`src/rtl/bscan_pkg.sv`:
```
package bscan_pkg;
  typedef enum logic [1:0] {
    CAP_HOLD  = 2'd0,
    CAP_LOAD  = 2'd1,
    CAP_SHIFT = 2'd2
  } cap_op_e;

  typedef enum logic [1:0] {
    UPD_HOLD  = 2'd0,
    UPD_LOAD  = 2'd1,
    UPD_CLEAR = 2'd2
  } upd_op_e;
endpackage

```
`src/rtl/bscan_ctrl.sv`:
```
module bscan_ctrl
  import bscan_pkg::*;
(
  input  logic    clock_dr_i,
  input  logic    shift_dr_i,
  input  logic    update_dr_i,
  input  logic    tst_clr_i,
  output cap_op_e cap_op_o,
  output upd_op_e upd_op_o
);
  always_comb begin
    if (!clock_dr_i)     cap_op_o = CAP_HOLD;
    else if (shift_dr_i) cap_op_o = CAP_SHIFT;
    else                 cap_op_o = CAP_LOAD;
  end

  // clear wins over update
  always_comb begin
    if (tst_clr_i)        upd_op_o = UPD_CLEAR;
    else if (update_dr_i) upd_op_o = UPD_LOAD;
    else                  upd_op_o = UPD_HOLD;
  end
endmodule

```
`src/rtl/bscan_cell.sv`:
```
module bscan_cell
  import bscan_pkg::*;
(
  input  logic    clk_i,
  input  logic    rst_ni,
  input  cap_op_e cap_op_i,
  input  upd_op_e upd_op_i,
  input  logic    mode_i,
  input  logic    par_i,
  input  logic    ser_i,
  output logic    cap_o,
  output logic    out_o
);
  logic cap_q, upd_q;

  always_ff @(posedge clk_i or negedge rst_ni) begin
    if (!rst_ni) cap_q <= 1'b0;
    else begin
      unique case (cap_op_i)
        CAP_LOAD:  cap_q <= par_i;
        CAP_SHIFT: cap_q <= ser_i;
        default:   cap_q <= cap_q;
      endcase
    end
  end

  always_ff @(posedge clk_i or negedge rst_ni) begin
    if (!rst_ni) upd_q <= 1'b0;
    else begin
      unique case (upd_op_i)
        UPD_LOAD:  upd_q <= cap_q;
        UPD_CLEAR: upd_q <= 1'b0;
        default:   upd_q <= upd_q;
      endcase
    end
  end

  assign cap_o = cap_q;
  assign out_o = mode_i ? upd_q : par_i;

  assert_capture_R1: assert property (@(posedge clk_i) disable iff (!rst_ni)
    cap_op_i == CAP_LOAD |=> cap_q == $past(par_i));
  assert_shift_R2: assert property (@(posedge clk_i) disable iff (!rst_ni)
    cap_op_i == CAP_SHIFT |=> cap_q == $past(ser_i));
  assert_cap_hold_R3: assert property (@(posedge clk_i) disable iff (!rst_ni)
    cap_op_i == CAP_HOLD |=> $stable(cap_q));
  assert_upd_load_R4: assert property (@(posedge clk_i) disable iff (!rst_ni)
    upd_op_i == UPD_LOAD |=> upd_q == $past(cap_q));
  assert_upd_hold_R4: assert property (@(posedge clk_i) disable iff (!rst_ni)
    upd_op_i == UPD_HOLD |=> $stable(upd_q));
  assert_clear_R9: assert property (@(posedge clk_i) disable iff (!rst_ni)
    upd_op_i == UPD_CLEAR |=> upd_q == 1'b0);
endmodule

```
`src/rtl/bscan_chain.sv`:
```
module bscan_chain
  import bscan_pkg::*;
#(
  parameter int N_IN  = 3,
  parameter int N_OUT = 3
) (
  input  logic             clk_i,
  input  logic             rst_ni,
  input  logic             tst_clr_i,
  input  logic             clock_dr_i,
  input  logic             shift_dr_i,
  input  logic             update_dr_i,
  input  logic             mode_in_i,
  input  logic             mode_out_i,
  input  logic             hiz_i,
  input  logic             tdi_i,
  output logic             tdo_o,
  input  logic [N_IN-1:0]  pin_in_i,
  output logic [N_IN-1:0]  core_in_o,
  input  logic [N_OUT-1:0] core_out_i,
  output logic [N_OUT-1:0] pin_out_o,
  output logic [N_OUT-1:0] pin_oe_o
);
  localparam int NC = N_IN + N_OUT;

  cap_op_e cap_op;
  upd_op_e upd_op;
  logic [NC-1:0] chain;

  bscan_ctrl u_ctrl (
    .clock_dr_i (clock_dr_i),
    .shift_dr_i (shift_dr_i),
    .update_dr_i(update_dr_i),
    .tst_clr_i  (tst_clr_i),
    .cap_op_o   (cap_op),
    .upd_op_o   (upd_op)
  );

  for (genvar k = 0; k < NC; k++) begin : g_cell
    logic ser;
    if (k == 0) begin : g_head
      assign ser = tdi_i;
    end else begin : g_link
      assign ser = chain[k-1];
    end

    if (k < N_IN) begin : g_in
      bscan_cell u_cell (
        .clk_i   (clk_i),
        .rst_ni  (rst_ni),
        .cap_op_i(cap_op),
        .upd_op_i(upd_op),
        .mode_i  (mode_in_i),
        .par_i   (pin_in_i[k]),
        .ser_i   (ser),
        .cap_o   (chain[k]),
        .out_o   (core_in_o[k])
      );
    end else begin : g_out
      bscan_cell u_cell (
        .clk_i   (clk_i),
        .rst_ni  (rst_ni),
        .cap_op_i(cap_op),
        .upd_op_i(upd_op),
        .mode_i  (mode_out_i),
        .par_i   (core_out_i[k-N_IN]),
        .ser_i   (ser),
        .cap_o   (chain[k]),
        .out_o   (pin_out_o[k-N_IN])
      );
      assign pin_oe_o[k-N_IN] = ~hiz_i;
    end
  end

  assign tdo_o = chain[NC-1];

  assert_tdo_shift_R2: assert property (@(posedge clk_i) disable iff (!rst_ni)
    (clock_dr_i && shift_dr_i) |=> tdo_o == $past(chain[NC-2]));
  assert_extest_stable_R4: assert property (@(posedge clk_i) disable iff (!rst_ni)
    (mode_out_i && !update_dr_i && !tst_clr_i) ##1 mode_out_i |-> $stable(pin_out_o));
endmodule

```
`config.mk`:
```
export PLATFORM = sky130hd
export DESIGN_NAME = bscan_chain
export DESIGN_NICKNAME = d
export VERILOG_FILES = /design/src/rtl/bscan_pkg.sv /design/src/rtl/bscan_ctrl.sv /design/src/rtl/bscan_cell.sv /design/src/rtl/bscan_chain.sv
export SDC_FILE = /design/constraint.sdc
export NUM_CORES = 1
export LEC_CHECK = 0
export BUFFER_PORTS_ARGS = -buffer_cell sky130_fd_sc_hd__buf_2
export CAP_MARGIN = 25
export CORE_MARGIN = 4
export CORE_UTILIZATION = 45
export CTS_CLUSTER_DIAMETER = 200
export CTS_CLUSTER_SIZE = 24
export DETAILED_ROUTE_END_ITERATION = 6
export PLACE_DENSITY = 0.75
export SLEW_MARGIN = 20
export SYNTH_ARGS = -nofsm -noshare
export SYNTH_HDL_FRONTEND = slang
export SYNTH_SLANG_ARGS = --single-unit
export TNS_END_PERCENT = 50
```
`constraint.sdc`:
```
create_clock -name clk_i -period 1 [get_ports clk_i]
set_input_delay 0 -clock clk_i [delete_from_list [all_inputs] [get_ports clk_i]]
set_output_delay 0 -clock clk_i [all_outputs]
set_load 0.01 [all_outputs]
```
==> results of run 1 <==
## path summary, 6_finish.rpt
path	cells past startpoint	slack, ns	endpoint	start
max reg2reg	3	0.17	g_cell[4].g_out.u_cell.upd_q$_DFFE_PN0P_	g_cell[4].g_out.u_cell.upd_q$_DFFE_PN0P_
min reg2reg	2	0.54	g_cell[0].g_in.u_cell.upd_q$_DFFE_PN0P_	g_cell[0].g_in.u_cell.upd_q$_DFFE_PN0P_
min in group asynchronous	2	0.14	g_cell[0].g_in.u_cell.upd_q$_DFFE_PN0P_	rst_ni
max in group asynchronous	2	0.65	g_cell[3].g_out.u_cell.cap_o$_DFFE_PN0P_	rst_ni
min	3	0.04	g_cell[0].g_in.u_cell.cap_o$_DFFE_PN0P_	tdi_i
max	2	-0.06	core_in_o[1]	g_cell[1].g_in.u_cell.upd_q$_DFFE_PN0P_
## synth_stat cells
library cell | count | share of area
sky130_fd_sc_hd__dfrtp_1 | 12 | 0.46
sky130_fd_sc_hd__mux2i_1 | 12 | 0.18
sky130_fd_sc_hd__nor2_1 | 12 | 0.069
sky130_fd_sc_hd__buf_4 | 9 | 0.10
sky130_fd_sc_hd__a21oi_1 | 6 | 0.046
sky130_fd_sc_hd__mux2_2 | 6 | 0.10
sky130_fd_sc_hd__buf_2 | 1 | 0.0077
sky130_fd_sc_hd__buf_6 | 1 | 0.017
sky130_fd_sc_hd__inv_1 | 1 | 0.0058
## area by class of cell
cell class | instances | area (µm²)
clock buffer | 4 | 36.28
fill | 115 | 495.5
inverter | 1 | 3.754
multi-input combinational | 36 | 281.5
sequential | 12 | 300.3
tap | 15 | 18.77
timing repair buffer | 29 | 197.7
## critical path: cells and delay by family, from the launching register on
family,cells,cell delay (ns)
buf+inv,1,0.12
flops,1,0.39
mux,1,0.27
## repair_timing
action                                 4_1_cts  5_1_grt
cloned                                       0        0
buffers inserted                             1        1
resized for setup                           10        1
endpoints found under the hold margin       18        0
setup endpoints to repair                    6        6
hold buffers                                 2        0
## where the power goes
part	switching [mW]	internal, mW	leakage (nW)
combinational	0.126	0.163	0.282
clock	0.175	0.222	0.0210
sequential	0.0359	0.537	0.144
total	0.337	0.922	0.448
## kinds of logic (layout without fill, tap and decap cells)
family                 Yosys count  after routing  synth area share
AO/OA/AOI/OAI                    6              6           0.04616
buffers and inverters           12             34            0.1346
flip-flops                      12             12            0.4615
multiplexers                    18             18            0.2885
AND/OR/NAND/NOR                 12             12           0.06923
## per-stage QoR
step	worst slack, ns	power [mW]	hold slack, ns
floorplan	0.2655	0.7475	-0.2956
global placement	0.2535	0.7983	-0.1111
detailed placement	0.2297	0.8084	-0.1092
CTS	-0.06365	1.253	0.02964
global route	-0.08951	1.323	0.04834
finish	-0.06308	1.259	0.03739
## layout by cell type (no fill, tap or decap)
cell type / count
sky130_fd_sc_hd__buf_2: 19
sky130_fd_sc_hd__mux2i_1: 12
sky130_fd_sc_hd__nor2_1: 12
sky130_fd_sc_hd__dfrtp_1: 12
sky130_fd_sc_hd__a21oi_1: 6
sky130_fd_sc_hd__buf_6: 6
sky130_fd_sc_hd__mux2_4: 5
sky130_fd_sc_hd__clkbuf_4: 3
sky130_fd_sc_hd__dlygate4sd3_1: 2
sky130_fd_sc_hd__buf_4: 2
sky130_fd_sc_hd__inv_1: 1
sky130_fd_sc_hd__mux2_2: 1
sky130_fd_sc_hd__clkbuf_8: 1
## flip-flops by register name, indices dropped and copies added (netlist names)
register	count
g_cell.g_in.u_cell.cap_o	3
g_cell.g_in.u_cell.upd_q	3
g_cell.g_out.u_cell.cap_o	3
g_cell.g_out.u_cell.upd_q	3
## metal layers
metal | GRT usage | share of wire | wire length (µm) | vias up
li1 | - | - | - | 238
met1 | 0.1780 | 0.42 | 602 | 234
met2 | 0.2555 | 0.50 | 719 | 16
met3 | 0.04743 | 0.051 | 73 | 7
met4 | 0.1023 | 0.028 | 40 | 0
met5 | 0 | 0 | 0 | -
==> metrics.log, run 1 <==
INFO  metric status = finished with violations
INFO  metric violations = negative setup slack
INFO  metric post_layout_nonfiller_instances = 97
INFO  metric postRouteAntennaNets = 0
INFO  metric post-route-period-util = 1.063
INFO  metric placedCellCount = 89
INFO  metric number_of_antenna_violations_at_the_first_check_in_global_routing = 0
INFO  metric final_period_minus_worst_setup_slack = 1.063 ns
INFO  metric worstPathRequired = 1.00 ns
INFO  metric placed_cell_area = 710.7 µm²
INFO  metric yosysUniqueCellTypes = 9
INFO  metric crit_path_start_kind = flop
INFO  metric floorplan.rows = 13
INFO  metric ir_drop = 824.8 µV
INFO  metric worst-setup-path-type = flop to output port
INFO  metric p_per_area = 1502 nW/µm²
INFO  metric fp.dieArea = 2118 µm²
INFO  metric routed_vias_inst = 5.103
INFO  metric critical-path-slowest-cell = sky130_fd_sc_hd__dfrtp_1
INFO  metric vias_in_the_first_global_route = 523
INFO  metric dieWidth = 46.03 µm
INFO  metric synth-seq-cells = 12
INFO  metric maxClockFrequency = 940.7 MHz
INFO  metric cts_sinks = 12
INFO  metric clk_pin_slew_worst_paths = 0.08 ns
INFO  metric root_buffer = sky130_fd_sc_hd__clkbuf_4
INFO  metric leakage_power_summed_over_all_cells = 0.4475 nW
INFO  metric coreArea = 1334 µm²
INFO  metric layout_cell_share_with_drive_strength_beyond_1 = 0.4512
INFO  metric worstMarginPinSlew = 0.2684 ns
INFO  metric max-cap-violations = 0
INFO  metric finalWeightedCongestion = 0.7557
INFO  metric hold_viol_final = 0
INFO  metric timing.final.ws_setup = -0.06308 ns
INFO  metric num_antenna_cells = 0
INFO  metric grt-ovfl-total = 0
INFO  metric drtIter0Drc = 7
INFO  metric netlist_area = 650.6 µm²
INFO  metric track_usage = 0.1583
INFO  metric cts_made_buffers = 3
INFO  metric final_max_slew_viol_count = 0
INFO  metric finClkSkew = 0.0008458 ns
INFO  metric synth_fp_nets = 76
INFO  metric vias = 495
INFO  metric area_growth_syn_to_layout = 28.85%
INFO  metric tritoncts = done
INFO  metric port_buffers = 25
INFO  metric die_y = 46.03 µm
INFO  metric dp_hpwl = 1.013 mm
INFO  metric cts_max_level = 1
INFO  metric tns = -0.3104 ns
INFO  metric stdcell_area = 838.3 µm²
INFO  metric design.portCount = 26
INFO  metric report.final.setup_viol = 6
INFO  metric critical_path_cell_sequence = mux2_4 -> buf_6
INFO  metric final_net_count = 99
INFO  metric post-route-util = 0.6285
INFO  metric synth_seq_area_share = 0.4615
INFO  metric slowest_delay = 0.39 ns
INFO  metric synthesis.area_per_instance = 10.84 µm²
INFO  metric synthesis.yosys.warnings = 0
INFO  metric grt_first_pass_wirelength = 2.325 mm
INFO  metric grt_start_max_net_pins = 13
INFO  metric data_arrival_time_of_the_critical_path = 1.06 ns
INFO  metric postSynthCellCount = 60
INFO  metric maxSlewHeadroom = 0.8211
INFO  metric cp_max_fo = 2
INFO  metric route.detailed.wl_per_inst = 14.80 µm
INFO  metric rsz0062_at_grt = true
INFO  metric clock_latency = 0.28 ns
INFO  metric drt_first_pass_iters = 3
INFO  metric timing.hold.worst.class = input port to flop
INFO  metric cts_max_path_buffers = 2
INFO  metric initial_core_util = 0.4878
INFO  metric wl = 1.436 mm
INFO  metric cp-end-kind = output port
INFO  metric drt_drc_violations_left = 0
No activity file was read; power rests on OpenSTA's default activity.
==> inputs of run 2 (changes only) <==
--- a/config.mk
+++ b/config.mk
@@ -8,11 +8,11 @@
 export BUFFER_PORTS_ARGS = -buffer_cell sky130_fd_sc_hd__buf_2
 export CAP_MARGIN = 25
 export CORE_MARGIN = 4
-export CORE_UTILIZATION = 45
+export CORE_UTILIZATION = 49
 export CTS_CLUSTER_DIAMETER = 200
 export CTS_CLUSTER_SIZE = 24
 export DETAILED_ROUTE_END_ITERATION = 6
-export PLACE_DENSITY = 0.75
+export PLACE_DENSITY = 0.81
 export SLEW_MARGIN = 20
 export SYNTH_ARGS = -nofsm -noshare
 export SYNTH_HDL_FRONTEND = slang
==> constraint.sdc (replaced) <==
create_clock -name clk_i -period 1.25 [get_ports clk_i]
set_input_delay 0 -clock clk_i [delete_from_list [all_inputs] [get_ports clk_i]]
set_output_delay 0 -clock clk_i [all_outputs]
set_load 0.01 [all_outputs]
==> run 2 against run 1 <==
Compared with the run above: clock power is 23% lower; combinational power is 36% lower; count of clock-buffer cells in the layout stayed put; non-clock buffer count is 2 lower; wire length is 11% lower; sequential cell count stayed put; worst setup slack better by 0.27 ns; the run now ends clean; largest power group unchanged; critical path depth stayed put; global-route usage is 1.2 points lower; register-to-register slack better by 0.33 ns; first-iteration DRC count is 14% higher.
==> metrics.log, run 2 (synthesis gave the netlist of run 1 again) <==
INFO  metric status = finished clean (was finished with violations)
INFO  metric sequential_power_share = 0.483 (was 0.455)
INFO  metric grt-ovfl-total = 0 (unchanged)
INFO  metric cts_max_level = 1 (unchanged)
INFO  metric worstReg2RegStart = g_cell[4].g_out.u_cell.cap_o$_DFFE_PN0P_ (was g_cell[4].g_out.u_cell.upd_q$_DFFE_PN0P_)
INFO  metric critical_path_cell_sequence = mux2_2 -> buf_2 (was mux2_4 -> buf_6)
INFO  metric root_buffer = sky130_fd_sc_hd__clkbuf_4 (unchanged)
INFO  metric track_usage = 0.1465 (was 0.1583)
INFO  metric hold_ep = g_cell[1].g_in.u_cell.cap_o$_DFFE_PN0P_ (was g_cell[0].g_in.u_cell.cap_o$_DFFE_PN0P_)
INFO  metric worst-setup-path-type = flop to output port (unchanged)
INFO  metric final-seq-area = 300.3 µm² (unchanged)
INFO  metric final_max_slew_viol_count = 0 (unchanged)
INFO  metric final_period_minus_worst_setup_slack = 1.047 ns
INFO  metric finalWeightedCongestion = 0.7168 (was 0.7557)
INFO  metric critical-path-top-delay-family = flip-flops (unchanged)
INFO  metric slowest_delay = 0.39 ns (about the same)
INFO  metric crit_path_start_kind = flop (unchanged)
INFO  metric grt_first_pass_wirelength = 2.028 mm (was 2.325 mm)
INFO  metric floorplan.rows = 12 (was 13)
INFO  metric initial_core_util = 0.5556 (was 0.4878)
INFO  metric area_growth_syn_to_layout = 17.69% (was 28.85%)
INFO  metric r2r.worst_path.cells = 2 (was 3)
INFO  metric cts_max_path_buffers = 2 (unchanged)
INFO  metric hold_viol_final = 0 (unchanged)
INFO  metric finClkSkew = 0.001752 ns (was 0.0008458 ns)
INFO  metric cp-end-kind = output port (unchanged)
INFO  metric port_buffers = 25 (unchanged)
INFO  metric maxSlewHeadroom = 0.8198 (was 0.8211)
INFO  metric dp_hpwl = 987.8 µm (was 1.013 mm)
INFO  metric die_y = 44.44 µm (was 46.03 µm)
INFO  metric timing.rr.end = g_cell[5].g_out.u_cell.cap_o$_DFFE_PN0P_ (was g_cell[4].g_out.u_cell.upd_q$_DFFE_PN0P_)
INFO  metric report.final.setup_viol = 0 (was 6)
INFO  metric worstPathRequired = 1.25 ns (was 1.00 ns)
INFO  metric num_antenna_cells = 0 (unchanged)
INFO  metric clock_power_share = 0.321 (was 0.315)
INFO  metric fp.dieArea = 1975 µm² (was 2118 µm²)
INFO  metric drt_first_pass_iters = 4 (was 3)
INFO  metric cts_made_buffers = 3 (unchanged)
INFO  metric drt_drc_violations_left = 0 (unchanged)
INFO  metric cp_max_fo = 2 (unchanged)
INFO  metric clk_pin_slew_worst_paths = 0.07 ns (was 0.08 ns)
INFO  metric coreArea = 1171 µm² (was 1334 µm²)
INFO  metric multi_input_comb_area = 262.8 µm² (was 281.5 µm²)
INFO  metric power.switching_fraction = 0.2611 (was 0.2680)
INFO  metric regToRegSetupSlack = 0.50 ns (was 0.17 ns)
INFO  metric post-route-period-util = 0.8376
INFO  metric grt_start_max_net_pins = 13 (unchanged)
INFO  metric p_sw = 0.2473 mW (was 0.3374 mW)
INFO  metric layout.cells.most_common = sky130_fd_sc_hd__buf_2 (unchanged)
INFO  metric max-cap-violations = 0 (unchanged)
INFO  metric drtIter0Drc = 8 (was 7)
INFO  metric placed_cell_area = 709.4 µm² (was 710.7 µm²)
INFO  metric tritoncts = done (unchanged)
INFO  metric data_arrival_time_of_the_critical_path = 1.05 ns (was 1.06 ns)
INFO  metric cell_internal_pwr = 0.6999 mW (was 0.9215 mW)
INFO  metric routed_vias_inst = 5.160 (was 5.103)
INFO  metric hold-path-cell-count = 3 (unchanged)
INFO  metric wl = 1.276 mm (was 1.436 mm)
INFO  metric leakage_power_summed_over_all_cells = 0.4079 nW (was 0.4475 nW)
INFO  metric route.detailed.wl_per_inst = 13.57 µm (was 14.80 µm)
INFO  metric final_net_count = 97 (was 99)
INFO  metric critical-path-slowest-cell = sky130_fd_sc_hd__dfrtp_1 (unchanged)
INFO  metric dieWidth = 44.44 µm (was 46.03 µm)
INFO  metric cts_sinks = 12 (unchanged)
INFO  metric rsz0062_at_grt = false (was true)
INFO  metric power.share.combinational = 0.196 (was 0.230)
INFO  metric vias_in_the_first_global_route = 453 (was 523)
INFO  metric clock_latency = 0.27 ns (was 0.28 ns)
INFO  metric maxClockFrequency = 955.1 MHz
INFO  metric worstMarginPinSlew = 0.2702 ns (was 0.2684 ns)
INFO  metric worstHoldStart = pin_in_i[1] (was tdi_i)
INFO  metric layout_cell_share_with_drive_strength_beyond_1 = 0.4375 (was 0.4512)
INFO  metric timing.hold.worst.class = input port to flop (unchanged)
INFO  metric tns = 0 ns (was -0.3104 ns)
INFO  metric vias = 485 (was 495)
INFO  metric fillCellCount = 103 (was 115)
INFO  metric number_of_antenna_violations_at_the_first_check_in_global_routing = 0 (unchanged)
INFO  metric critical_path_buffer_and_inverter_count = 1 (unchanged)
INFO  metric design.portCount = 26 (unchanged)
INFO  metric final_cell_mix = sky130_fd_sc_hd__buf_2 (25), sky130_fd_sc_hd__mux2i_1 (12), sky130_fd_sc_hd__nor2_1 (12), sky130_fd_sc_hd__dfrtp_1 (12) (was sky130_fd_sc_hd__buf_2 (19), sky130_fd_sc_hd__mux2i_1 (12), sky130_fd_sc_hd__nor2_1 (12), sky130_fd_sc_hd__dfrtp_1 (12))
INFO  metric p_per_area = 1237 nW/µm² (was 1502 nW/µm²)
INFO  metric stdcell_area = 765.7 µm² (was 838.3 µm²)
INFO  metric post_cts_buffers = 0 (was 1)
INFO  metric ir_drop = 956.2 µV (was 824.8 µV)
INFO  metric postRouteAntennaNets = 0 (unchanged)
[run 2: changes by cell type in the layout (fill, tap and decap cells not counted)]
cell                     before  now
sky130_fd_sc_hd__buf_2       19   25
sky130_fd_sc_hd__buf_4        2    0
sky130_fd_sc_hd__buf_6        6    0
sky130_fd_sc_hd__mux2_2       1    6
sky130_fd_sc_hd__mux2_4       5    0
[run 2: per-layer routing]
metal,global-route usage,routed length (µm),vias up
met3,0.07317,75,4
li1,-,-,233
met4,0.03614,17,0
met5,0,0,-
met2,0.2413,692,15
met1,0.1688,491,233
[run 2: final cells by class]
type,count,share of cell area
multi-input combinational,36,0.3431
sequential,12,0.3922
timing repair buffer,27,0.1895
tap,14,0.02288
inverter,1,0.004902
clock buffer,4,0.04739
[run 2: how the worst max path moves through the flow]
stage                                        startpoint      endpoint  slack (ns)  cells after the start
2_1_floorplan   g_cell[0].g_in.u_cell.upd_q$_DFFE_PN0P_  core_in_o[0]        0.52                      2
3_3_place_gp    g_cell[2].g_in.u_cell.upd_q$_DFFE_PN0P_  core_in_o[2]        0.50                      2
3_5_place_dp    g_cell[1].g_in.u_cell.upd_q$_DFFE_PN0P_  core_in_o[1]        0.49                      2
4_1_cts         g_cell[1].g_in.u_cell.upd_q$_DFFE_PN0P_  core_in_o[1]        0.19                      2
5_1_grt        g_cell[3].g_out.u_cell.upd_q$_DFFE_PN0P_  pin_out_o[0]        0.15                      2
6_report       g_cell[4].g_out.u_cell.upd_q$_DFFE_PN0P_  pin_out_o[1]        0.20                      2
[run 2: worst reg2reg max path: stages, from the launching register on]
cell and delay (ns):
sky130_fd_sc_hd__dfrtp_1 0.41, sky130_fd_sc_hd__mux2i_1 0.14, sky130_fd_sc_hd__a21oi_1 0.08
[run 2: timing repair]
| item | CTS | global route |
|---|---|---|
| setup endpoints to repair | 0 | 0 |
| resized for setup | 0 | 0 |
| endpoints found under the hold margin | 18 | 0 |
| hold buffers | 2 | 0 |
[run 2: stage by stage]
stage	total power, mW	setup slack, ns	hold WS, ns	utilization	instances
finish	0.9472	0.2030	0.03981	0.6538	94
global route	1.012	0.1516	0.04263	0.6538	94
CTS	0.9560	0.1912	0.03780	0.6538	94
detailed placement	0.6469	0.4924	-0.1127	0.6058	88
global placement	0.6383	0.5046	-0.1149	0.6058	88
floorplan	0.5980	0.5155	-0.2956	-	60
[run 2: power by group through the flow]
stage               clock, mW  sequential, mW  combinational [mW]
finish                  0.304           0.457               0.186
global route            0.345           0.462               0.205
CTS                     0.312           0.457               0.187
detailed placement          0           0.465               0.182
global placement            0           0.462               0.176
floorplan                   0           0.459               0.139
